$ cat src/rtl/l2_pwr_seq_pkg.sv
package l2_pwr_seq_pkg;
  localparam int WORD_W      = 32;
  localparam int N_WORDS     = 3;
  localparam int N_STEPS     = 10;
  localparam int IDX_W       = $clog2(N_STEPS);
  localparam int US_W        = 6;
  localparam int MAX_WAIT_US = 54;

  typedef enum logic [1:0] {
    TGT_PWR = 2'd0,
    TGT_OVR = 2'd1,
    TGT_CLK = 2'd2
  } tgt_e;

  typedef struct packed {
    tgt_e              tgt;
    logic [WORD_W-1:0] val;
    logic [US_W-1:0]   wait_us;
  } step_t;

  function automatic step_t mk_step(input tgt_e t, input logic [WORD_W-1:0] v,
                                    input logic [US_W-1:0] w);
    step_t s;
    s.tgt     = t;
    s.val     = v;
    s.wait_us = w;
    return s;
  endfunction

  // ordering is behaviour: clamp release, ram wake, clock on, reset release
  function automatic step_t step_at(input logic [IDX_W-1:0] i);
    case (int'(i))
      0:       return mk_step(TGT_PWR, 32'h0010_D700, 6'd0);
      1:       return mk_step(TGT_OVR, 32'h0040_0000, 6'd2);
      2:       return mk_step(TGT_PWR, 32'h0010_1700, 6'd0);
      3:       return mk_step(TGT_PWR, 32'h0010_1703, 6'd2);
      4:       return mk_step(TGT_CLK, 32'h0000_0001, 6'd0);
      5:       return mk_step(TGT_PWR, 32'h0010_1603, 6'd2);
      6:       return mk_step(TGT_OVR, 32'h0000_0000, 6'd0);
      7:       return mk_step(TGT_PWR, 32'h0010_0203, 6'd54);
      8:       return mk_step(TGT_PWR, 32'h1010_0203, 6'd0);
      default: return mk_step(TGT_CLK, 32'h0000_0003, 6'd0);
    endcase
  endfunction
endpackage

$ cat src/rtl/l2_pwr_seq_timer.sv
module l2_pwr_seq_timer #(
  parameter int CNT_W = 8
) (
  input  logic             clk_i,
  input  logic             rst_ni,
  input  logic             load_i,
  input  logic [CNT_W-1:0] load_val_i,
  output logic             zero_o
);
  logic [CNT_W-1:0] cnt_q;

  always_ff @(posedge clk_i or negedge rst_ni) begin
    if (!rst_ni)              cnt_q <= '0;
    else if (load_i)          cnt_q <= load_val_i;
    else if (cnt_q != '0)     cnt_q <= cnt_q - CNT_W'(1);
  end

  assign zero_o = (cnt_q == '0);
endmodule

$ cat src/rtl/l2_pwr_seq_regs.sv
module l2_pwr_seq_regs
  import l2_pwr_seq_pkg::*;
(
  input  logic                            clk_i,
  input  logic                            rst_ni,
  input  logic [N_WORDS-1:0]              wr_en_i,
  input  logic [WORD_W-1:0]               wr_data_i,
  output logic [N_WORDS-1:0][WORD_W-1:0]  words_o
);
  for (genvar g = 0; g < N_WORDS; g++) begin : g_word
    logic [WORD_W-1:0] q;
    always_ff @(posedge clk_i or negedge rst_ni) begin
      if (!rst_ni)         q <= '0;
      else if (wr_en_i[g]) q <= wr_data_i;
    end
    assign words_o[g] = q;
  end
endmodule

$ cat src/rtl/l2_pwr_seq_ctrl.sv
module l2_pwr_seq_ctrl
  import l2_pwr_seq_pkg::*;
#(
  parameter int CYC_PER_US = 100,
  parameter int CNT_W      = 16
) (
  input  logic               clk_i,
  input  logic               rst_ni,
  input  logic               start_i,
  input  logic               up_i,
  input  logic               tmr_zero_i,
  output logic               busy_o,
  output logic               done_o,
  output logic [N_WORDS-1:0] wr_en_o,
  output logic [WORD_W-1:0]  wr_data_o,
  output logic               tmr_load_o,
  output logic [CNT_W-1:0]   tmr_val_o
);
  typedef enum logic {ST_IDLE, ST_RUN} state_e;

  localparam logic [IDX_W-1:0] LAST_IDX = IDX_W'(N_STEPS - 1);

  state_e           state_q;
  logic [IDX_W-1:0] idx_q;
  logic             done_q;
  logic             fire;
  step_t            st;

  assign st   = step_at(idx_q);
  assign fire = (state_q == ST_RUN) && tmr_zero_i;

  always_ff @(posedge clk_i or negedge rst_ni) begin
    if (!rst_ni) begin
      state_q <= ST_IDLE;
      idx_q   <= '0;
      done_q  <= 1'b0;
    end else begin
      done_q <= 1'b0;
      case (state_q)
        ST_IDLE: if (start_i) begin
          if (up_i) begin
            done_q <= 1'b1;
          end else begin
            state_q <= ST_RUN;
            idx_q   <= '0;
          end
        end
        default: if (fire) begin
          if (idx_q == LAST_IDX) begin
            state_q <= ST_IDLE;
            done_q  <= 1'b1;
          end else begin
            idx_q <= idx_q + IDX_W'(1);
          end
        end
      endcase
    end
  end

  for (genvar g = 0; g < N_WORDS; g++) begin : g_en
    assign wr_en_o[g] = fire && (st.tgt == tgt_e'(g));
  end

  assign wr_data_o  = st.val;
  assign tmr_load_o = fire;
  assign tmr_val_o  = CNT_W'(32'(st.wait_us) * 32'(CYC_PER_US));
  assign busy_o     = (state_q == ST_RUN);
  assign done_o     = done_q;
endmodule

$ cat src/rtl/l2_pwr_seq.sv
module l2_pwr_seq
  import l2_pwr_seq_pkg::*;
#(
  parameter int                CYC_PER_US = 100,
  parameter int                STAT_W     = 32,
  parameter logic [STAT_W-1:0] UP_MASK    = STAT_W'(1) << 9
) (
  input  logic              clk_i,
  input  logic              rst_ni,
  input  logic              start_i,
  input  logic [STAT_W-1:0] status_i,
  output logic              busy_o,
  output logic              done_o,
  output logic [31:0]       pwr_ctl_o,
  output logic [31:0]       ovr_ctl_o,
  output logic [31:0]       clk_ctl_o
);
  localparam int CNT_W = $clog2(MAX_WAIT_US * CYC_PER_US + 1);

  logic                           up;
  logic                           tmr_zero;
  logic                           tmr_load;
  logic [CNT_W-1:0]               tmr_val;
  logic [N_WORDS-1:0]             wr_en;
  logic [WORD_W-1:0]              wr_data;
  logic [N_WORDS-1:0][WORD_W-1:0] words;

  assign up = ((status_i & UP_MASK) == UP_MASK);

  l2_pwr_seq_ctrl #(.CYC_PER_US(CYC_PER_US), .CNT_W(CNT_W)) u_ctrl (
    .clk_i      (clk_i),
    .rst_ni     (rst_ni),
    .start_i    (start_i),
    .up_i       (up),
    .tmr_zero_i (tmr_zero),
    .busy_o     (busy_o),
    .done_o     (done_o),
    .wr_en_o    (wr_en),
    .wr_data_o  (wr_data),
    .tmr_load_o (tmr_load),
    .tmr_val_o  (tmr_val)
  );

  l2_pwr_seq_timer #(.CNT_W(CNT_W)) u_timer (
    .clk_i      (clk_i),
    .rst_ni     (rst_ni),
    .load_i     (tmr_load),
    .load_val_i (tmr_val),
    .zero_o     (tmr_zero)
  );

  l2_pwr_seq_regs u_regs (
    .clk_i     (clk_i),
    .rst_ni    (rst_ni),
    .wr_en_i   (wr_en),
    .wr_data_i (wr_data),
    .words_o   (words)
  );

  assign pwr_ctl_o = words[TGT_PWR];
  assign ovr_ctl_o = words[TGT_OVR];
  assign clk_ctl_o = words[TGT_CLK];
endmodule

$ cat config.mk
export PLATFORM = sky130hd
export DESIGN_NAME = l2_pwr_seq
export DESIGN_NICKNAME = d
export VERILOG_FILES = /design/src/rtl/l2_pwr_seq_pkg.sv /design/src/rtl/l2_pwr_seq_timer.sv /design/src/rtl/l2_pwr_seq_regs.sv /design/src/rtl/l2_pwr_seq_ctrl.sv /design/src/rtl/l2_pwr_seq.sv
export SDC_FILE = /design/constraint.sdc
export NUM_CORES = 1
export LEC_CHECK = 0
export BUFFER_PORTS_ARGS = -buffer_cell sky130_fd_sc_hd__buf_2
export CORE_MARGIN = 10
export CORE_UTILIZATION = 46
export DETAILED_ROUTE_END_ITERATION = 7
export GPL_TIMING_DRIVEN = 0
export PLACE_DENSITY = 0.87
export SYNTH_ARGS = -nofsm -noshare
export SYNTH_HDL_FRONTEND = slang
export SYNTH_SLANG_ARGS = --single-unit
$ cat constraint.sdc
create_clock -name clk_i -period 2.7 [get_ports clk_i]
set_clock_uncertainty 0.05 [all_clocks]
set_input_delay 0 -clock clk_i [delete_from_list [all_inputs] [get_ports clk_i]]
set_output_delay 0 -clock clk_i [all_outputs]
set_load 0.05 [all_outputs]
==> flow_summary.yaml <==
route:
  drc_errors: 0
  post_drt_wl_per_cell_um: 13.4
  drt_wl_total_um: 6120
  via_count: 2020
  viasPerCell: 4.44
  drtPass1Iterations: 4
  drt-initial-drc-count: 111
  ant_nets: 0
power:
  peakVddDrop_mv: 0.320
  powerDensity_mw_per_mm2: 697
  cellLeakagePower_nw: 1.84
  power_mw: 2.36
worst_setup_path:
  worstPathArrival_ns: 2.53
  critical_path_required_ns: 2.84
  critPathMaxFanout: 7
  crit_type: "register to register"
  startpoint_type: "register"
  worstSetupEndpointType: "register"
die:
  die_w_um: 96.1
  io-pin-count: 133
  initial_core_util_pct: 47.7
  die_area_sq_mm: 0.00923
  core-area_sq_mm: 0.00557
  die_h_um: 96.1
  std_cell_rows: 27
synthesis:
  ys_ff_latch: 43
  ys_seq_area_share_pct: 40.4
  synthFlopType: "dfrtp_1"
  yosysUniqueCellTypes: 44
  synth.avg_cell_area_sq_um: 9.93
  synth_edf_count: 0
  ys_warn_count: 0
  synthCells: 268
  syn-cell-area_sq_mm: 0.00266
  ys_async_sr_fraction_pct: 100
placed_design:
  portBuffers: 38
  dp_hpwl_um: 4710
  pre_cts_ws_ns: 0.0279
  gp_congestion: 0.839
run:
  drv_cap: 0
timing:
  setup_viol: 0
  max-slew-margin-rel_pct: 37.0
  worst_pin_slew_ns: 0.945
  rsz0062_at_grt: "false"
  hold_viol: 0
  tns_ns: 0
  period_share_pct: 88.6
  max_freq_ghz: 0.418
  holdWs_ns: 0.340
  period_minus_slack_ns: 2.39
  fin_ws_ns: 0.307
  slew_violations: 0
clock_network:
  cts_tree: "yes"
  cts_root_buffer: "clkbuf_8"
  clock_sink_count: 43
  worstSkewPairLatency_ns: 0.29
  cts_buffer_depth: 2
  h-tree-depth: 2
  cts_buffers: 5
  clk_pin_slew_worst_paths_ns: 0.08
cells_and_area:
  final_cell_mix: "75 x buf_4, 63 x conb_1, 43 x dfrtp_1"
  nets: 426
  fin_util_pct: 60.7
  layout_commonest_cell: "buf_4"
  area_growth_pct: 27.1
  insertedDiodeCount: 0
  drive_above_1_share_pct: 37.9
global_route:
  grtUsageTotal_pct: 12.2
  grt-ovfl-total: 0
  grt_pass1_wl_um: 9010
  first_global_vias: 1860
  antenna_found_initial: 0
  grt_max_degree: 44
status:
  outcome: "finished clean"
hold_path:
  hp-class: "input pin to asynchronous set/reset pin"
## logic make-up (layout without fill, tap and decap cells)
logic type	count (synthesis)	after routing	synth area share, %
buffers and inverters	86	139	22.3
and+or+nand+nor	74	74	15.9
DFF	43	43	40.4
AOI/OAI and AO/OA	31	31	7.33
muxes	20	20	8.37
adders and majority gates	9	9	4.23
xor gates and xnor gates	4	4	1.32
other	1	63	0.141
## what timing repair did
action                                  in CTS  in global routing
pin swaps                                    0                  1
hold endpoints to repair                    45                  0
buffers inserted                             0                  3
hold buffers                                 4                  0
resized for setup                            0                  2
endpoints found under the setup margin       9                 16
## per-stage QoR
stage,instances,instance area (sq um)
floorplan,330,2890
global placement,440,3170
detailed placement,440,3170
CTS,452,3350
global route,455,3380
finish,455,3380
## cells in the mapped netlist, types with 3 or more instances
cell	number	area, sq um
mux2_2	17	191
a21oi_1	9	45.0
inv_1	10	37.5
nand3_1	4	20.0
nor3_1	5	25.0
nor2b_1	8	50.1
nand2_1	15	56.3
buf_4	72	541
dfrtp_1	43	1080
nand2b_1	5	31.3
clkbuf_1	4	15.0
nor2_1	14	52.6
o21ai_0	10	50.1
xnor2_1	3	26.3
or3_1	5	31.3
ha_1	9	113
nand4_1	3	18.8
## state kept, by name (all words and copies together) (netlist names)
register         flops
u_ctrl.idx_q         4
u_ctrl.busy_o        1
u_timer.cnt_q       13
u_ctrl.done_o        1
u_regs.g_word.q     24
## cell type report
class,instances,area (sq um)
tap,72,90.1
fill,467,2190
buffer,76,556
multi-input combinational,201,1240
inverter,10,37.5
sequential,43,1080
clock inverter,2,60.1
clock buffer,6,72.6
timing repair buffer,45,253
## power by group
group	internal, mW	total (mW)	switching (mW)
registers	0.769	0.910	0.141
logic	0.286	0.863	0.577
clock network	0.370	0.584	0.215
## worst max-delay path: stages, from the launching register on
cell and delay, ns:
dfrtp_1 0.40, inv_1 0.08, ha_1 0.18, nor3b_1 0.40, nand4_1 0.17, buf_4 0.22, nor3b_4 0.39, mux2_2 0.38
## per-layer routing
metal | vias to the layer above | global-route usage [%] | share of wire (%)
li1 | 1005 | - | -
met1 | 930 | 12.9 | 37
met2 | 79 | 21.8 | 51
met3 | 6 | 3.89 | 9.8
met4 | 0 | 4.91 | 1.5
met5 | - | 0 | 0
## path summary, 6_finish.rpt
| kind | start | to | slack, ns | cells after the start |
|---|---|---|---|---|
| max in group asynchronous | rst_ni | u_regs.g_word[1].q[15]$_DFFE_PN0P_ | 1.67 | 2 |
| min in group clk_i | u_regs.g_word[1].q[22]$_DFFE_PN0P_ | u_regs.g_word[1].q[22]$_DFFE_PN0P_ | 0.43 | 1 |
| min | rst_ni | u_timer.cnt_q[12]$_DFFE_PN0P_ | 0.34 | 2 |
| min reg2reg | u_regs.g_word[1].q[22]$_DFFE_PN0P_ | u_regs.g_word[1].q[22]$_DFFE_PN0P_ | 0.43 | 1 |
| max | u_timer.cnt_q[0]$_DFFE_PN0P_ | u_regs.g_word[0].q[1]$_DFFE_PN0P_ | 0.31 | 7 |
| max reg2reg | u_timer.cnt_q[0]$_DFFE_PN0P_ | u_regs.g_word[0].q[1]$_DFFE_PN0P_ | 0.31 | 7 |
Note: power is estimated with default switching activity, not from simulation.
